File: config.mk
export PLATFORM = sky130hd
export DESIGN_NAME = thermal_guard
export DESIGN_NICKNAME = d
export VERILOG_FILES = /design/src/rtl/thermal_guard_pkg.sv /design/src/rtl/tg_trip_cell.sv /design/src/rtl/tg_level_select.sv /design/src/rtl/tg_action_map.sv /design/src/rtl/thermal_guard.sv
export SDC_FILE = /design/constraint.sdc
export NUM_CORES = 1
export LEC_CHECK = 0
export BUFFER_PORTS_ARGS = -buffer_cell sky130_fd_sc_hd__buf_2
export CAP_MARGIN = 10
export CORE_MARGIN = 2
export CORE_UTILIZATION = 30
export DETAILED_ROUTE_END_ITERATION = 8
export GPL_TIMING_DRIVEN = 0
export SKIP_LAST_GASP = 1
export SYNTH_ARGS = -nofsm -noshare
export SYNTH_HDL_FRONTEND = slang
export SYNTH_SLANG_ARGS = --single-unit
export TNS_END_PERCENT = 10
File: constraint.sdc
create_clock -name clk -period 2.3 [get_ports clk]
set_input_delay 0.23 -clock clk [delete_from_list [all_inputs] [get_ports clk]]
set_output_delay 0.23 -clock clk [all_outputs]
set_load 0.01 [all_outputs]
File: src/rtl/thermal_guard_pkg.sv
package thermal_guard_pkg;

   typedef enum logic [1:0] {
      TG_NORMAL = 2'b00,
      TG_WARN   = 2'b01,
      TG_BRIDGE = 2'b10,
      TG_DEVICE = 2'b11
   } tg_level_e;

   localparam int TG_NUM_TRIP = 3;

   typedef struct packed {
      logic gate_off;
      logic main_off;
      logic aux_ilim;
      logic pump_off;
   } tg_action_t;

endpackage

File: src/rtl/tg_trip_cell.sv
module tg_trip_cell #(
   parameter int TEMP_W = 10,
   parameter int LEVEL  = 1
) (
   input  logic [TEMP_W-1:0] temp,
   input  logic [TEMP_W-1:0] set_thr,
   input  logic [TEMP_W-1:0] rel_thr,
   input  logic [1:0]        cur_level,
   output logic              hold
);
   localparam logic [1:0] LVL_CODE = 2'(LEVEL);

   logic engaged;
   logic above_set;
   logic not_released;

   assign engaged      = (cur_level >= LVL_CODE);
   assign above_set    = (temp > set_thr);
   assign not_released = (temp >= rel_thr);
   assign hold         = above_set | (engaged & not_released);
endmodule

File: src/rtl/tg_level_select.sv
module tg_level_select
   import thermal_guard_pkg::*;
(
   input  logic [TG_NUM_TRIP-1:0] hold,
   output tg_level_e              next_level
);
   always_comb begin
      if (hold[2])      next_level = TG_DEVICE;
      else if (hold[1]) next_level = TG_BRIDGE;
      else if (hold[0]) next_level = TG_WARN;
      else              next_level = TG_NORMAL;
   end
endmodule

File: src/rtl/tg_action_map.sv
module tg_action_map
   import thermal_guard_pkg::*;
#(
   parameter int ACT_REG = 0
) (
   input  logic       clk,
   input  logic       rst,
   input  tg_level_e  level,
   output tg_action_t act
);
   tg_action_t act_c;

   always_comb begin
      act_c          = '0;
      act_c.gate_off = (level == TG_BRIDGE) || (level == TG_DEVICE);
      act_c.main_off = (level == TG_DEVICE);
      act_c.aux_ilim = (level == TG_DEVICE);
      act_c.pump_off = (level == TG_DEVICE);
   end

   generate
      if (ACT_REG != 0) begin : g_reg
         tg_action_t act_q;
         always_ff @(posedge clk) begin
            if (rst) act_q <= '0;
            else     act_q <= act_c;
         end
         assign act = act_q;
      end else begin : g_comb
         assign act = act_c;
      end
   endgenerate
endmodule

File: src/rtl/thermal_guard.sv
module thermal_guard
   import thermal_guard_pkg::*;
#(
   parameter int TEMP_W  = 10,
   parameter int ACT_REG = 0
) (
   input  logic              clk,
   input  logic              rst,
   input  logic              sample_vld,
   input  logic [TEMP_W-1:0] temp_sample,
   input  logic [TEMP_W-1:0] warn_set,
   input  logic [TEMP_W-1:0] warn_rel,
   input  logic [TEMP_W-1:0] brg_set,
   input  logic [TEMP_W-1:0] brg_rel,
   input  logic [TEMP_W-1:0] dev_set,
   input  logic [TEMP_W-1:0] dev_rel,
   output logic [1:0]        status,
   output logic              gate_drv_off,
   output logic              main_reg_off,
   output logic              aux_reg_ilim,
   output logic              pump_off
);
   generate
      if (TEMP_W < 2 || TEMP_W > 32) begin : g_bad_width
         $error("thermal_guard: TEMP_W must be within 2..32");
      end
      if (ACT_REG != 0 && ACT_REG != 1) begin : g_bad_actreg
         $error("thermal_guard: ACT_REG must be 0 or 1");
      end
   endgenerate

   tg_level_e                lvl_q;
   tg_level_e                lvl_nxt;
   logic [TG_NUM_TRIP-1:0]   hold;
   logic [TEMP_W-1:0]        set_arr [TG_NUM_TRIP];
   logic [TEMP_W-1:0]        rel_arr [TG_NUM_TRIP];
   tg_action_t               act;

   assign set_arr[0] = warn_set;
   assign set_arr[1] = brg_set;
   assign set_arr[2] = dev_set;
   assign rel_arr[0] = warn_rel;
   assign rel_arr[1] = brg_rel;
   assign rel_arr[2] = dev_rel;

   generate
      for (genvar i = 0; i < TG_NUM_TRIP; i++) begin : g_trip
         tg_trip_cell #(
            .TEMP_W (TEMP_W),
            .LEVEL  (i + 1)
         ) u_cell (
            .temp      (temp_sample),
            .set_thr   (set_arr[i]),
            .rel_thr   (rel_arr[i]),
            .cur_level (lvl_q),
            .hold      (hold[i])
         );
      end
   endgenerate

   tg_level_select u_sel (
      .hold       (hold),
      .next_level (lvl_nxt)
   );

   always_ff @(posedge clk) begin
      if (rst)             lvl_q <= TG_NORMAL;
      else if (sample_vld) lvl_q <= lvl_nxt;
   end

   tg_action_map #(
      .ACT_REG (ACT_REG)
   ) u_act (
      .clk   (clk),
      .rst   (rst),
      .level (lvl_q),
      .act   (act)
   );

   assign status       = lvl_q;
   assign gate_drv_off = act.gate_off;
   assign main_reg_off = act.main_off;
   assign aux_reg_ilim = act.aux_ilim;
   assign pump_off     = act.pump_off;
endmodule

## Yosys cells after proc, flatten, opt, wreduce, memory -nomap -nowiden

Cells that the tools add are included.

| storage, ports and cells | value |
|---|---|
| input port bits | 73 |
| output and inout port bits | 6 |
| register bits after elaboration | 2 |
| word-level logic and storage cells | 22 |

| cells by class | value |
|---|---|
| mux-type cells | 3 |
| bitwise logic cells | 6 |
| eq/ne operators | 2 |
| $lt $le $gt $ge | 9 |
| reduce and logical (&&, ||, !) cells | 1 |

Operator list:

| kind | count |
|---|---|
| $ge 10x10->1 | 3 |
| $gt 10x10->1 | 3 |
| $eq 2x2->1 const B | 2 |
| $ge 2x2->1 const B | 2 |
| $mux 2 | 2 |
| $and 1x1->1 | 3 |
| $or 1x1->1 | 3 |
| $ge 2x1->1 const B | 1 |
| $logic_or 1x1->1 | 1 |
| $mux 1 | 1 |

## Logic depth before layout (Yosys ltp)

| logic depth | value |
|---|---|
| depth in word-level cells | 6 |
| mapped depth | 8 |
| gate-level depth less buffers | 8 |

## Modules after synthesis

A second synthesis with hierarchy kept.

| second synthesis, totals | value |
|---|---|
| cells, all modules | 222 |
| area total of the unflattened synthesis | 1,610.3 um^2 |

By module, submodules not included:

| module | times used | area an instance (um^2) | sequential area each (um^2) | cells each |
|---|---|---|---|---|
| tg_trip_cell (g_trip[2].u_cell) | 1 | 513.0 | 0.0 | 70 |
| tg_trip_cell (g_trip[1].u_cell) | 1 | 495.5 | 0.0 | 69 |
| tg_trip_cell (g_trip[0].u_cell) | 1 | 491.7 | 0.0 | 70 |
| thermal_guard | 1 | 67.6 | 40.0 | 6 |
| tg_action_map | 1 | 25.0 | 0.0 | 4 |
| tg_level_select | 1 | 17.5 | 0.0 | 3 |

## Worst setup path after synthesis

No wires, ideal clock.

| path | value |
|---|---|
| kind | input-to-reg |
| start | input temp_sample[0] |
| end | register lvl_q[0] (netlist: status[0]) |
| arrival time | 1.560 ns |
| data required time | 2.227 ns |
| path buffers | 0 |
| stages | 8 |
| path slack | 0.667 ns |
| library setup time | 0.073 ns |
| cells stage by stage | inv_1 > ha_1 > nand2b_1 > a211oi_1 > o22ai_1 > a21o_1 > a211o_1 > o22ai_2 |

| between the ends | value |
|---|---|
| cells in the longest elaborated chain, start to end | 6 |
| elaborated cells between the ends (all ways) | 15 |
| those cells by class | 6 x order compare; 3 x mux; 6 x bitwise |

Ends and longest elaborated chain:

| element | line | text |
|---|---|---|
| from (decl) | thermal_guard.sv:10 | `input logic [TEMP_W-1:0] temp_sample,` |
| $ge 10x10->1 | tg_trip_cell.sv:19 | `assign not_released = (temp >= rel_thr);` |
| $and 1x1->1 | tg_trip_cell.sv:20 | `assign hold = above_set \| (engaged & not_released);` |
| $or 1x1->1 | tg_trip_cell.sv:20 |  |
| $mux 1 | tg_level_select.sv:10 | `else if (hold[0]) next_level = TG_WARN;` |
| $mux 2 | tg_level_select.sv:9 | `else if (hold[1]) next_level = TG_BRIDGE;` |
| $mux 2 (*) | tg_level_select.sv:8 | `if (hold[2]) next_level = TG_DEVICE;` |
| to (signal assigned) | thermal_guard.sv:68 | `else if (sample_vld) lvl_q <= lvl_nxt;` |
| to (decl) | thermal_guard.sv:32 | `tg_level_e lvl_q;` |

Mark *: on every way between the ends. The rest lies on a longest branch, timed or not.
A chain may end at the register's enable or synchronous reset.

## Final worst setup path

| path | value |
|---|---|
| start | input temp_sample[7] |
| end | register lvl_q[1] (netlist: status[1]) |

| between the ends | value |
|---|---|
| cells in the longest elaborated chain, start to end | 5 |
| elaborated cells between the ends (all ways) | 10 |
| those cells by class | 4 x order compare; 2 x mux; 4 x bitwise |

Ends and longest elaborated chain:

| element | line |
|---|---|
| $ge 10x10->1 | tg_trip_cell.sv:19 |
| $and 1x1->1 | tg_trip_cell.sv:20 |
| $or 1x1->1 | tg_trip_cell.sv:20 |
| $mux 2 | tg_level_select.sv:9 |
| $mux 2 (*) | tg_level_select.sv:8 |

Marked as above.

==> impl_results.rst <==
.. list-table::
   :header-rows: 1

   * - Metric
     - Value
   * - Outcome
     - complete, no violations
   * - GR Layer Usage met1
     - 17.8%
   * - I/O pin cnt
     - 79
   * - Yosys warning count
     - 0
   * - Net switching power
     - 0.199 mW
   * - Number of vias per cell
     - 4.44
   * - Reported leakage power
     - 1.34 nW
   * - Setup repair after global routing missed its margin
     - false
   * - Data required time of the critical path
     - 2.38 ns
   * - Post-synthesis area per instance
     - 7.36 sq um
   * - Transition time of the tightest slew-check pin
     - 0.297 ns
   * - Primary FF master, synth
     - dfxtp_1
   * - Most Used Layer, Global Route
     - met2
   * - Critical path data arrival time
     - 1.85 ns
   * - Vias in the first global route
     - 1536
   * - Synth cell types
     - 31
   * - Met3 routing resource usage after global routing
     - 2.59%
   * - H-tree depth reported by CTS
     - 1
   * - Multiplexer area fraction after synthesis
     - 0%
   * - Clk network pwr share
     - 27.2%
   * - Footprint of the flip-flops and latches
     - 40.0 sq um
   * - Number of filler instances in the final layout
     - 565
   * - Share of total power in sequential cells
     - 9.0%
   * - Fin nets
     - 432
   * - Share of the clock period used by the worst path
     - 76.8%
   * - DIE AREA
     - 5900 sq um
   * - Biggest area consumer among synthesized cells
     - ha_1
   * - Antenna fix cells
     - 0
   * - Average routed wire per standard cell
     - 10.6 um
   * - Number of clock sinks seen by CTS
     - 2
   * - Peak ir drop on the vdd network
     - 0.112 mV
   * - Minimum hold slack
     - 0.185 ns
   * - Max-slew violations
     - 0
   * - Final Skew
     - 0.00345 ns
   * - Post-layout total power
     - 0.514 mW
   * - Post-synthesis compound-gate area fraction
     - 22.6%
   * - Largest net degree at the start of global routing
     - 9
   * - Time the final worst path needs with I/O delays and setup
     - 1.77 ns
   * - Logic gate share of total power
     - 63.8%
   * - Yosys top cell area share
     - 47.2%
   * - Routed WL
     - 3900 um
   * - Share of synthesized cell area in and, or, nand and nor gates
     - 12.4%
   * - Final hold violation count
     - 0
   * - Max transition margin
     - 80.1%
   * - #FFs+latches synth
     - 2
   * - Number of buffers and inverters on the critical path
     - 1
   * - Worst setup path category
     - in2reg
   * - CTS tree
     - yes
   * - Nets in the synthesized netlist
     - 349
   * - CTS Buffer Depth
     - 2
   * - Cell repeated most along the worst path
     - a211oi_1
   * - Number of synthesized flops with an enable pin
     - 0
   * - Maximum capacitance violations
     - 0
   * - Critical path, cell by cell
     - buf_2 -> ha_1 -> a211oi_1 -> o21bai_1 -> nor4_1 -> o211ai_1 -> a31oi_1 -> a211oi_1
   * - Effective utilization at floorplan
     - 31.1%
   * - Total of cells resized after clock tree synthesis
     - 0
   * - Number of placement rows
     - 26
   * - HPWL after detailed placement
     - 3470 um
   * - F_max
     - 566 MHz
   * - CTS root buffer
     - clkbuf_8
   * - Area occupied by multi-input gates
     - 1310 sq um
   * - Switching share of total power
     - 38.8%
   * - Class of the worst hold path
     - in2reg
   * - Setup bufs post-CTS
     - 0
   * - Fraction of synthesis flops using an asynchronous set or reset pin
     - 0%
   * - Synthesized instance count
     - 216
   * - Clock transition time at the flip-flop clock pins of the worst setup and hold paths
     - 0.03 ns
   * - Reg2Reg Setup Slack
     - 0.78 ns
   * - Adder and majority gate portion of the synthesized area
     - 47.2%
   * - Post-route setup TNS
     - 0 ns
   * - Pwr Density
     - 244 nW/um^2
   * - Max FFs per register
     - 2
   * - Antenna violations before repair
     - 0
   * - Peak per-stage delay on the critical path
     - 0.32 ns
   * - Total iterations of the first detailed-routing run
     - 4
   * - Residual antenna-violating net count after detailed routing
     - 0
   * - Area growth from synthesis to layout
     - 32.7%
   * - CP max-delay cell
     - ha_1
   * - Biggest area contributors in the synthesized netlist
     - ha_1 47%, inv_1 14%, a211oi_1 5.2%, a21oi_1 3.5%, a21o_1 3.3%
   * - Vias after detailed routing
     - 1628
   * - Worst setup SP type
     - primary input
   * - Latest clock arrival within the worst-skew pair
     - 0.21 ns
   * - Routability congestion estimate
     - 0.730
   * - Die width
     - 76.8 um
   * - Fraction of final layout cells with drive strength greater than 1
     - 28.6%
   * - CTS hold repair buffers
     - 0
   * - Maximum fanout along the worst path
     - 6
   * - Area of the core
     - 5110 sq um
   * - Residual overflow from global routing
     - 0
   * - Syn Std Cell Area
     - 1590 sq um
   * - Leading post-synthesis cells by instance count
     - 60 x ha_1, 60 x inv_1, 11 x a211oi_1, 11 x a21oi_1, 10 x nor2_1
   * - XOR/XNOR share of the synthesized area
     - 0%
   * - Iteration-0 DRC Markers
     - 44
   * - Height of the chip
     - 76.8 um
   * - Global-route wire length before repair
     - 6630 um
   * - Post-synthesis sequential area ratio
     - 2.52%
   * - Final setup violation count
     - 0
   * - Met2 track demand over resource
     - 22.3%
   * - CP endpoint kind
     - register
   * - Total internal power
     - 0.315 mW
   * - Number of buffer cells added on primary ports
     - 78
   * - Largest family of logic cells by synthesized area
     - adder cells
   * - Kind of cell adding the most delay to the critical path
     - compound AO/OA/AOI/OAI gates
   * - Total clock buffers created by CTS
     - 3
   * - Combined global-route utilization of all metal layers
     - 13.8%
   * - DRC
     - 0
==> path summary, 6_finish.rpt <==
path | from | end | cells after the start
max reg2reg | status[1] | status[1] | 6
min reg2reg | status[1] | status[1] | 2
max | temp_sample[7] | status[1] | 8
min | rst | status[1] | 2
==> placed cells by master, fill, tap and decap left out, types with 3 or more instances in the layout <==
master	instances
a21oi_1	11
nand3_1	4
nor2_1	10
clkbuf_8	3
nand4_1	7
a21o_1	7
nand2b_1	6
ha_1	60
o22ai_1	3
a211oi_1	11
inv_1	60
nand2_1	5
o21ai_0	8
buf_2	78
==> per-layer routing <==
metal,up-vias,wire [um]
met5,-,0
met4,0,62
met3,5,291
met2,57,1640
met1,652,1910
li1,914,-
==> power by group through the flow <==
stage | Clock [mW] | Sequential, mW | Combinational (mW)
floorplan | 0 | 0.0473 | 0.199
global placement | 0 | 0.0468 | 0.325
detailed placement | 0 | 0.0472 | 0.332
CTS | 0.144 | 0.0469 | 0.334
global route | 0.146 | 0.0479 | 0.386
finish | 0.140 | 0.0465 | 0.328
==> final cells by class <==
cell class | count | share of cell area, %
Buffer | 3 | 0.890
Clock buffer | 3 | 1.96
Inverter | 60 | 10.7
Tap cell | 70 | 4.15
Multi-Input combinational cell | 151 | 61.9
Timing Repair Buffer | 78 | 18.5
Sequential cell | 2 | 1.90
==> through the flow <==
step	cell area, sq um	setup slack, ns	util [%]	cells
after floorplan	1590	0.667	-	216
after global placement	2070	0.307	40.5	364
after detailed placement	2070	0.284	40.5	364
after CTS	2110	0.509	41.3	367
after global routing	2110	0.367	41.3	367
final	2110	0.534	41.3	367
==> cells by family after synthesis <==
logic type	Yosys count
AND/OR/NAND/NOR	38
buffers and inverters	63
adder cells (fa/ha/maj)	60
AO/OA/AOI/OAI	53
flip-flops	2
Power figures use the tool's default switching activity.
